==> config.mk <==
export PLATFORM = sky130hd
export DESIGN_NAME = conv_transport_mapper
export DESIGN_NICKNAME = d
export VERILOG_FILES = /design/src/rtl/ctm_pkg.sv /design/src/rtl/ctm_framer.sv /design/src/rtl/ctm_lane_packer.sv /design/src/rtl/conv_transport_mapper.sv
export SDC_FILE = /design/constraint.sdc
export NUM_CORES = 1
export LEC_CHECK = 0
export CAP_MARGIN = 30
export CORE_MARGIN = 5
export CORE_UTILIZATION = 47
export CTS_CLUSTER_SIZE = 10
export DETAILED_ROUTE_END_ITERATION = 10
export PLACE_DENSITY = 0.76
export SYNTH_ARGS = -nofsm -noshare
export SYNTH_HDL_FRONTEND = slang
export SYNTH_SLANG_ARGS = --single-unit
==> constraint.sdc <==
create_clock -name clk_i -period 1.65 [get_ports clk_i]
set_input_delay 0.33 -clock clk_i [delete_from_list [all_inputs] [get_ports clk_i]]
set_output_delay 0.33 -clock clk_i [all_outputs]
set_load 0.01 [all_outputs]
==> src/rtl/ctm_pkg.sv <==
package ctm_pkg;
  localparam int unsigned OCT_W  = 8;
  localparam int unsigned LINK_W = 32;

  typedef logic [OCT_W-1:0]  oct_t;
  typedef logic [LINK_W-1:0] link_word_t;

  function automatic bit cfg_ok(int unsigned l, int unsigned m, int unsigned s,
                                int unsigned n, int unsigned cs, int unsigned np,
                                int unsigned f);
    bit ok;
    ok = (np % OCT_W == 0) && (cs >= 1) && (n >= 1) && (n + cs <= np);
    ok = ok && (f * OCT_W * l == m * s * np);
    ok = ok && (f >= 1) && (((f < 4) && (4 % f == 0)) || (f % 4 == 0));
    return ok;
  endfunction
endpackage

==> src/rtl/ctm_framer.sv <==
module ctm_framer
  import ctm_pkg::*;
#(
  parameter int unsigned L  = 4,
  parameter int unsigned M  = 2,
  parameter int unsigned S  = 1,
  parameter int unsigned N  = 14,
  parameter int unsigned CS = 1,
  parameter int unsigned NP = 16,
  parameter int unsigned F  = 1
) (
  input  logic [M*S*N-1:0]      smp_i,
  input  logic [M*S*CS-1:0]     ctl_i,
  output logic [L*F*OCT_W-1:0]  frame_o
);
  localparam int unsigned MS   = M * S;
  localparam int unsigned OPW  = NP / OCT_W;
  localparam int unsigned TOT  = MS * OPW;
  localparam int unsigned TAIL = NP - N - CS;

  logic [NP-1:0] word [MS];
  oct_t          oct  [TOT];

  for (genvar k = 0; k < MS; k++) begin : g_word
    if (TAIL > 0) begin : g_tail
      assign word[k] = {smp_i[k*N +: N], ctl_i[k*CS +: CS], {TAIL{1'b0}}};
    end else begin : g_notail
      assign word[k] = {smp_i[k*N +: N], ctl_i[k*CS +: CS]};
    end
  end

  // big-endian split: octet 0 of a word is its top octet
  for (genvar g = 0; g < TOT; g++) begin : g_oct
    assign oct[g] = word[g/OPW][NP-1-(g%OPW)*OCT_W -: OCT_W];
  end

  // lane slice holds frame octet 0 in its top bits
  for (genvar l = 0; l < L; l++) begin : g_lane
    for (genvar f = 0; f < F; f++) begin : g_fo
      assign frame_o[l*F*OCT_W + (F-1-f)*OCT_W +: OCT_W] = oct[l*F+f];
    end
  end
endmodule

==> src/rtl/ctm_lane_packer.sv <==
module ctm_lane_packer
  import ctm_pkg::*;
#(
  parameter int unsigned L = 4,
  parameter int unsigned F = 1
) (
  input  logic                  clk_i,
  input  logic                  rst_ni,
  input  logic [L*F*OCT_W-1:0]  frame_i,
  input  logic                  frame_valid_i,
  output logic                  frame_ready_o,
  output logic [L*LINK_W-1:0]   lane_data_o,
  output logic                  lane_valid_o,
  input  logic                  lane_ready_i
);
  localparam int unsigned FR_W   = F * OCT_W;
  localparam int unsigned LANE_W = L * LINK_W;

  logic in_fire, out_fire;
  assign in_fire  = frame_valid_i && frame_ready_o;
  assign out_fire = lane_valid_o && lane_ready_i;

  if (F < 4) begin : g_gather
    localparam int unsigned FPW = LINK_W / FR_W;
    localparam int unsigned CW  = $clog2(FPW);

    logic [CW-1:0]     cnt_q;
    logic [LANE_W-1:0] acc_q, shifted, out_q;
    logic              out_v_q, last_slot;

    assign last_slot = (cnt_q == CW'(FPW-1));

    for (genvar l = 0; l < L; l++) begin : g_sh
      assign shifted[l*LINK_W +: LINK_W] =
        {acc_q[l*LINK_W +: LINK_W-FR_W], frame_i[l*FR_W +: FR_W]};
    end

    assign frame_ready_o = !last_slot || !out_v_q || lane_ready_i;
    assign lane_valid_o  = out_v_q;
    assign lane_data_o   = out_q;

    always_ff @(posedge clk_i or negedge rst_ni) begin
      if (!rst_ni) begin
        cnt_q   <= '0;
        acc_q   <= '0;
        out_q   <= '0;
        out_v_q <= 1'b0;
      end else begin
        if (out_fire) out_v_q <= 1'b0;
        if (in_fire) begin
          acc_q <= shifted;
          if (last_slot) begin
            out_q   <= shifted;
            out_v_q <= 1'b1;
            cnt_q   <= '0;
          end else begin
            cnt_q <= cnt_q + 1'b1;
          end
        end
      end
    end


    no_overflow_chk: assert property (@(posedge clk_i) disable iff (!rst_ni)
      (lane_valid_o && !lane_ready_i && last_slot) |-> !frame_ready_o);
  end else begin : g_split
    localparam int unsigned WPF = FR_W / LINK_W;
    localparam int unsigned RW  = $clog2(WPF + 1);

    logic [RW-1:0]       rem_q;
    logic [L*FR_W-1:0]   hold_q, hold_shift;

    for (genvar l = 0; l < L; l++) begin : g_sh
      assign hold_shift[l*FR_W +: FR_W] = hold_q[l*FR_W +: FR_W] << LINK_W;
      assign lane_data_o[l*LINK_W +: LINK_W] = hold_q[l*FR_W + FR_W - LINK_W +: LINK_W];
    end

    assign lane_valid_o  = (rem_q != '0);
    assign frame_ready_o = (rem_q == '0) || ((rem_q == RW'(1)) && lane_ready_i);

    always_ff @(posedge clk_i or negedge rst_ni) begin
      if (!rst_ni) begin
        rem_q  <= '0;
        hold_q <= '0;
      end else if (in_fire) begin
        hold_q <= frame_i;
        rem_q  <= RW'(WPF);
      end else if (out_fire) begin
        hold_q <= hold_shift;
        rem_q  <= rem_q - 1'b1;
      end
    end


    frame_emit_chk: assert property (@(posedge clk_i) disable iff (!rst_ni)
      in_fire |=> lane_valid_o);
  end


  out_hold_chk: assert property (@(posedge clk_i) disable iff (!rst_ni)
    (lane_valid_o && !lane_ready_i) |=> (lane_valid_o && $stable(lane_data_o)));


  rise_from_accept_chk: assert property (@(posedge clk_i) disable iff (!rst_ni)
    $rose(lane_valid_o) |-> $past(in_fire));
endmodule

==> src/rtl/conv_transport_mapper.sv <==
module conv_transport_mapper
  import ctm_pkg::*;
#(
  parameter int unsigned L  = 4,
  parameter int unsigned M  = 2,
  parameter int unsigned S  = 1,
  parameter int unsigned N  = 14,
  parameter int unsigned CS = 1,
  parameter int unsigned F  = 1
) (
  input  logic                 clk_i,
  input  logic                 rst_ni,
  input  logic [M*S*N-1:0]     smp_i,
  input  logic [M*S*CS-1:0]    ctl_i,
  input  logic                 in_valid_i,
  output logic                 in_ready_o,
  output logic [L*LINK_W-1:0]  lane_data_o,
  output logic                 lane_valid_o,
  input  logic                 lane_ready_i
);
  localparam int unsigned NP = 16;


  if (!cfg_ok(L, M, S, N, CS, NP, F)) begin : g_cfg_bad
    $error("conv_transport_mapper: inconsistent L/M/S/N/CS/F");
  end

  logic [L*F*OCT_W-1:0] frame;

  ctm_framer #(.L(L), .M(M), .S(S), .N(N), .CS(CS), .NP(NP), .F(F)) u_framer (
    .smp_i   (smp_i),
    .ctl_i   (ctl_i),
    .frame_o (frame)
  );

  ctm_lane_packer #(.L(L), .F(F)) u_packer (
    .clk_i         (clk_i),
    .rst_ni        (rst_ni),
    .frame_i       (frame),
    .frame_valid_i (in_valid_i),
    .frame_ready_o (in_ready_o),
    .lane_data_o   (lane_data_o),
    .lane_valid_o  (lane_valid_o),
    .lane_ready_i  (lane_ready_i)
  );
endmodule

==> reports/qor.log <==
INFO  die            die_width=145µm
INFO  clock_tree     tritoncts=done
INFO  synthesis      yosysWarningCount=0
INFO  clock_tree     clk_root_buffer_cell=clkbuf_16
INFO  sta            finalWorstPathRequiredPeriod=1.72ns
INFO  synthesis      async_flop_share=100%
INFO  drt            first_pass_iters=4
INFO  pwr            p_per_area=1850mW/mm²
INFO  pwr            ir_worst_vdd=1070µV
INFO  synthesis      yosys_register_bits=213
INFO  synthesis      yosys.area.top_type=dfrtp_1
INFO  layout         final_layout_size_suffix_gt1_share=33.9%
INFO  flow_run       drv_cap=0
INFO  sta            final_slew_viol_count=0
INFO  drt            via_per_inst=4.99
INFO  setup_path     data_required_time_at_the_worst_endpoint=2.02ns
INFO  synthesis      ys_top_cells_by_count=dfrtp_1 (213), mux2_4 (100), mux2_1 (60)
INFO  synthesis      synth_area_leaders=dfrtp_1 (62%), mux2_4 (18%), mux2_1 (7.9%)
INFO  global_routing overflow=0
INFO  synthesis      number_of_unique_standard_cell_types_used_by_synthesis=17
INFO  setup_path     critPathMaxStageDelay=0.38ns
INFO  global_routing met1_usage=21.4%
INFO  sta            rsz_0062_raised_after_global_routing=true
INFO  sta            hold_viol=0
INFO  setup_path     crit_family=buffers and inverters
INFO  global_routing groute.layer.met2.usage=27.2%
INFO  drt            via_count=4464
INFO  sta            setup_viol_count_final=90
INFO  die            dieArea=0.0210mm²
INFO  synthesis      synth_edf_count=0
INFO  synthesis      synthesis.area_per_instance=18.4µm²
INFO  sta            final_min_period_over_clock_period=104%
INFO  clock_tree     number_of_cts_inserted_buffers=25
INFO  layout         insertedDiodeCount=0
INFO  status         status=complete, but fails checks
INFO  die            chipHeight=145µm
INFO  placement      globalplace.congestion=0.763
INFO  setup_path     endpoint_kind=flip-flop
INFO  sta            timing.slew.headroom=65.0%
INFO  setup_path     critical_path.startpoint_type=flip-flop
INFO  setup_path     critical_path_class=reg -> reg
INFO  sta            finalWorstSetupSlack=-0.0694ns
INFO  global_routing first_global_vias=5214
INFO  synthesis      synth_largest_type_area_fraction=62.3%
INFO  die            core=0.0180mm²
INFO  setup_path     crit_path_max_fanout=12
INFO  pwr            p_total=20700µW
INFO  drt            drt_wl_total=17400µm
INFO  clock_tree     clock_pin_slew_of_the_registers_on_the_worst_case_setup_and_hold_paths=0.06ns
INFO  clock_tree     h_tree_lvl_count=1
INFO  synthesis      most_instantiated_library_cell_after_synthesis=dfrtp_1
INFO  synthesis      synth.cell_area=0.00856mm²
INFO  setup_path     worst-r2r-cell-count=7
INFO  setup_path     worstSetupPathDepth=7
INFO  drt            detail_route.iter0.violations=134
INFO  clock_tree     cts_buffer_depth=3
INFO  global_routing grt_max_degree=61
INFO  layout         nets=701
INFO  die            floorplan.io_pins=164
INFO  synthesis      post_synth_inst_count=465
INFO  clock_tree     cts_sinks=213
INFO  setup_path     critical_path.slowest_cell=dfrtp_1
INFO  sta            setup-tns-final=-2.78ns
INFO  drt            route.detailed.drc=0
INFO  setup_path     cp_num_buf_inv=3
INFO  setup_path     critical_path_arrival=2.09ns
INFO  status         failing_checks=setup timing
INFO  placement      total_instance_count_after_detailed_placement=856
INFO  layout         final_cell_count_no_fill=895
INFO  sta            clock-skew-final=0.00897ns
INFO  die            initial_utilization=47.6%
INFO  placement      dp.final_hpwl=11400µm
INFO  die            placement_rows=49
INFO  global_routing met3_use_gr=4.08%
INFO  sta            fin_worst_hold_slack=0.389ns
INFO  global_routing antenna_found_initial=1
INFO  hold_path      hold_class=in -> async
INFO  layout         layout_area_growth_over_synthesis=31.0%
INFO  synthesis      synth_seq_area_share=62.3%
INFO  setup_path     worst_path_cell_trace=ha_4 -> buf_6 -> nand2_4 -> nor2b_4 -> buf_12 -> clkbuf_16 -> mux2_4
INFO  synthesis      ys.flop_type=dfrtp_1
INFO  clock_tree     clock_latency=0.49ns
INFO  global_routing grt_first_pass_wirelength=28500µm
INFO  layout         final.fill_count=1323
INFO  pwr            leakagePower=0.00522µW
INFO  drt            antenna_left=0
INFO  sta            tightest_slew=0.525ns
INFO  sta            fmaxAchievable=582MHz
INFO  drt            wire_per_inst=19.4µm
INFO  global_routing top_usage_layer=met2
INFO  global_routing global_route.usage.total=16.2%
INFO  placement      buffer_ports.inserted=155
layer usage:
| metal | wire length, µm | vias to the layer above | share of wire (%) |
|---|---|---|---|
| li1 | - | 2022 | - |
| met1 | 7770 | 2299 | 45 |
| met2 | 8450 | 118 | 49 |
| met3 | 861 | 23 | 5.0 |
| met4 | 288 | 2 | 1.7 |
| met5 | 7 | - | 0.040 |
sequential cells by signal, indices dropped and copies added (netlist names):
register	flops
u_packer.g_gather.cnt_q	2
u_packer.g_gather.acc_q	90
u_packer.lane_valid_o	1
u_packer.lane_data_o	120
stage by stage:
| stage | util (%) | worst slack, ns | area, µm² |
|---|---|---|---|
| finish | 62.4 | -0.0694 | 11200 |
| global route | 62.4 | -0.108 | 11200 |
| CTS | 61.7 | -0.0859 | 11100 |
| detailed placement | 57.9 | -0.305 | 10400 |
| global placement | 57.9 | -0.273 | 10400 |
| floorplan | - | 0.121 | 8580 |
logic make-up (layout without fill, tap and decap cells):
family / after synthesis / count (layout) / synth area share [%]
flops: 213 / 213 / 62.3
mux: 211 / 211 / 32.2
fa+ha+maj: 1 / 1 / 0.146
other cells: 1 / 8 / 0.0438
compound gates: 1 / 1 / 0.102
buf+inv: 31 / 225 / 4.69
simple gates: 7 / 7 / 0.570
final cells by class:
| cell class | instances | area (µm²) | area share [%] |
|---|---|---|---|
| sequential | 213 | 5330 | 47.5 |
| clock inverter | 1 | 8.76 | 0.0781 |
| tap | 229 | 287 | 2.56 |
| multi-input combinational | 228 | 2940 | 26.2 |
| timing repair buffer | 198 | 2010 | 18.0 |
| clock buffer | 26 | 629 | 5.61 |
timing repair:
item / CTS / global route
buffers inserted: 6 / 1
hold buffers: 1 / 0
setup endpoints to repair: 212 / 120
hold endpoints to repair: 49 / 0
cloned: 2 / 3
pin swaps: 1 / 0
resized for setup: 141 / 17
cell usage in the layout (no fill, tap or decap), types with 2 or more instances in the layout:
cell type,instances
mux2_4,117
dfrtp_1,213
clkdlybuf4s50_1,32
dlygate4sd2_1,121
nand2_4,2
buf_4,20
buf_6,4
conb_1,8
mux2_2,34
clkbuf_16,28
buf_16,4
mux2_1,60
buf_12,10
buf_8,2
report_power, final:
part / internal (µW) / switching, µW
Combinational: 4760 / 2770
Clock: 2660 / 1880
Sequential: 7290 / 1330
Total: 14700 / 5980
path summary, 6_finish.rpt:
check                      slack, ns                     endpoint                        start
setup / recovery               -0.07    u_packer.lane_data_o[118]   u_packer.g_gather.cnt_q[1]
hold / removal                  0.39    u_packer.lane_data_o[106]                       rst_ni
setup reg to reg               -0.07    u_packer.lane_data_o[118]   u_packer.g_gather.cnt_q[1]
hold reg to reg                 0.49  u_packer.g_gather.acc_q[55]  u_packer.g_gather.acc_q[55]
max in group asynchronous       0.66    u_packer.lane_data_o[126]                       rst_ni
min in group clk_i              0.46  u_packer.g_gather.acc_q[70]                    smp_i[26]
Note: power is estimated with default switching activity, not from simulation.
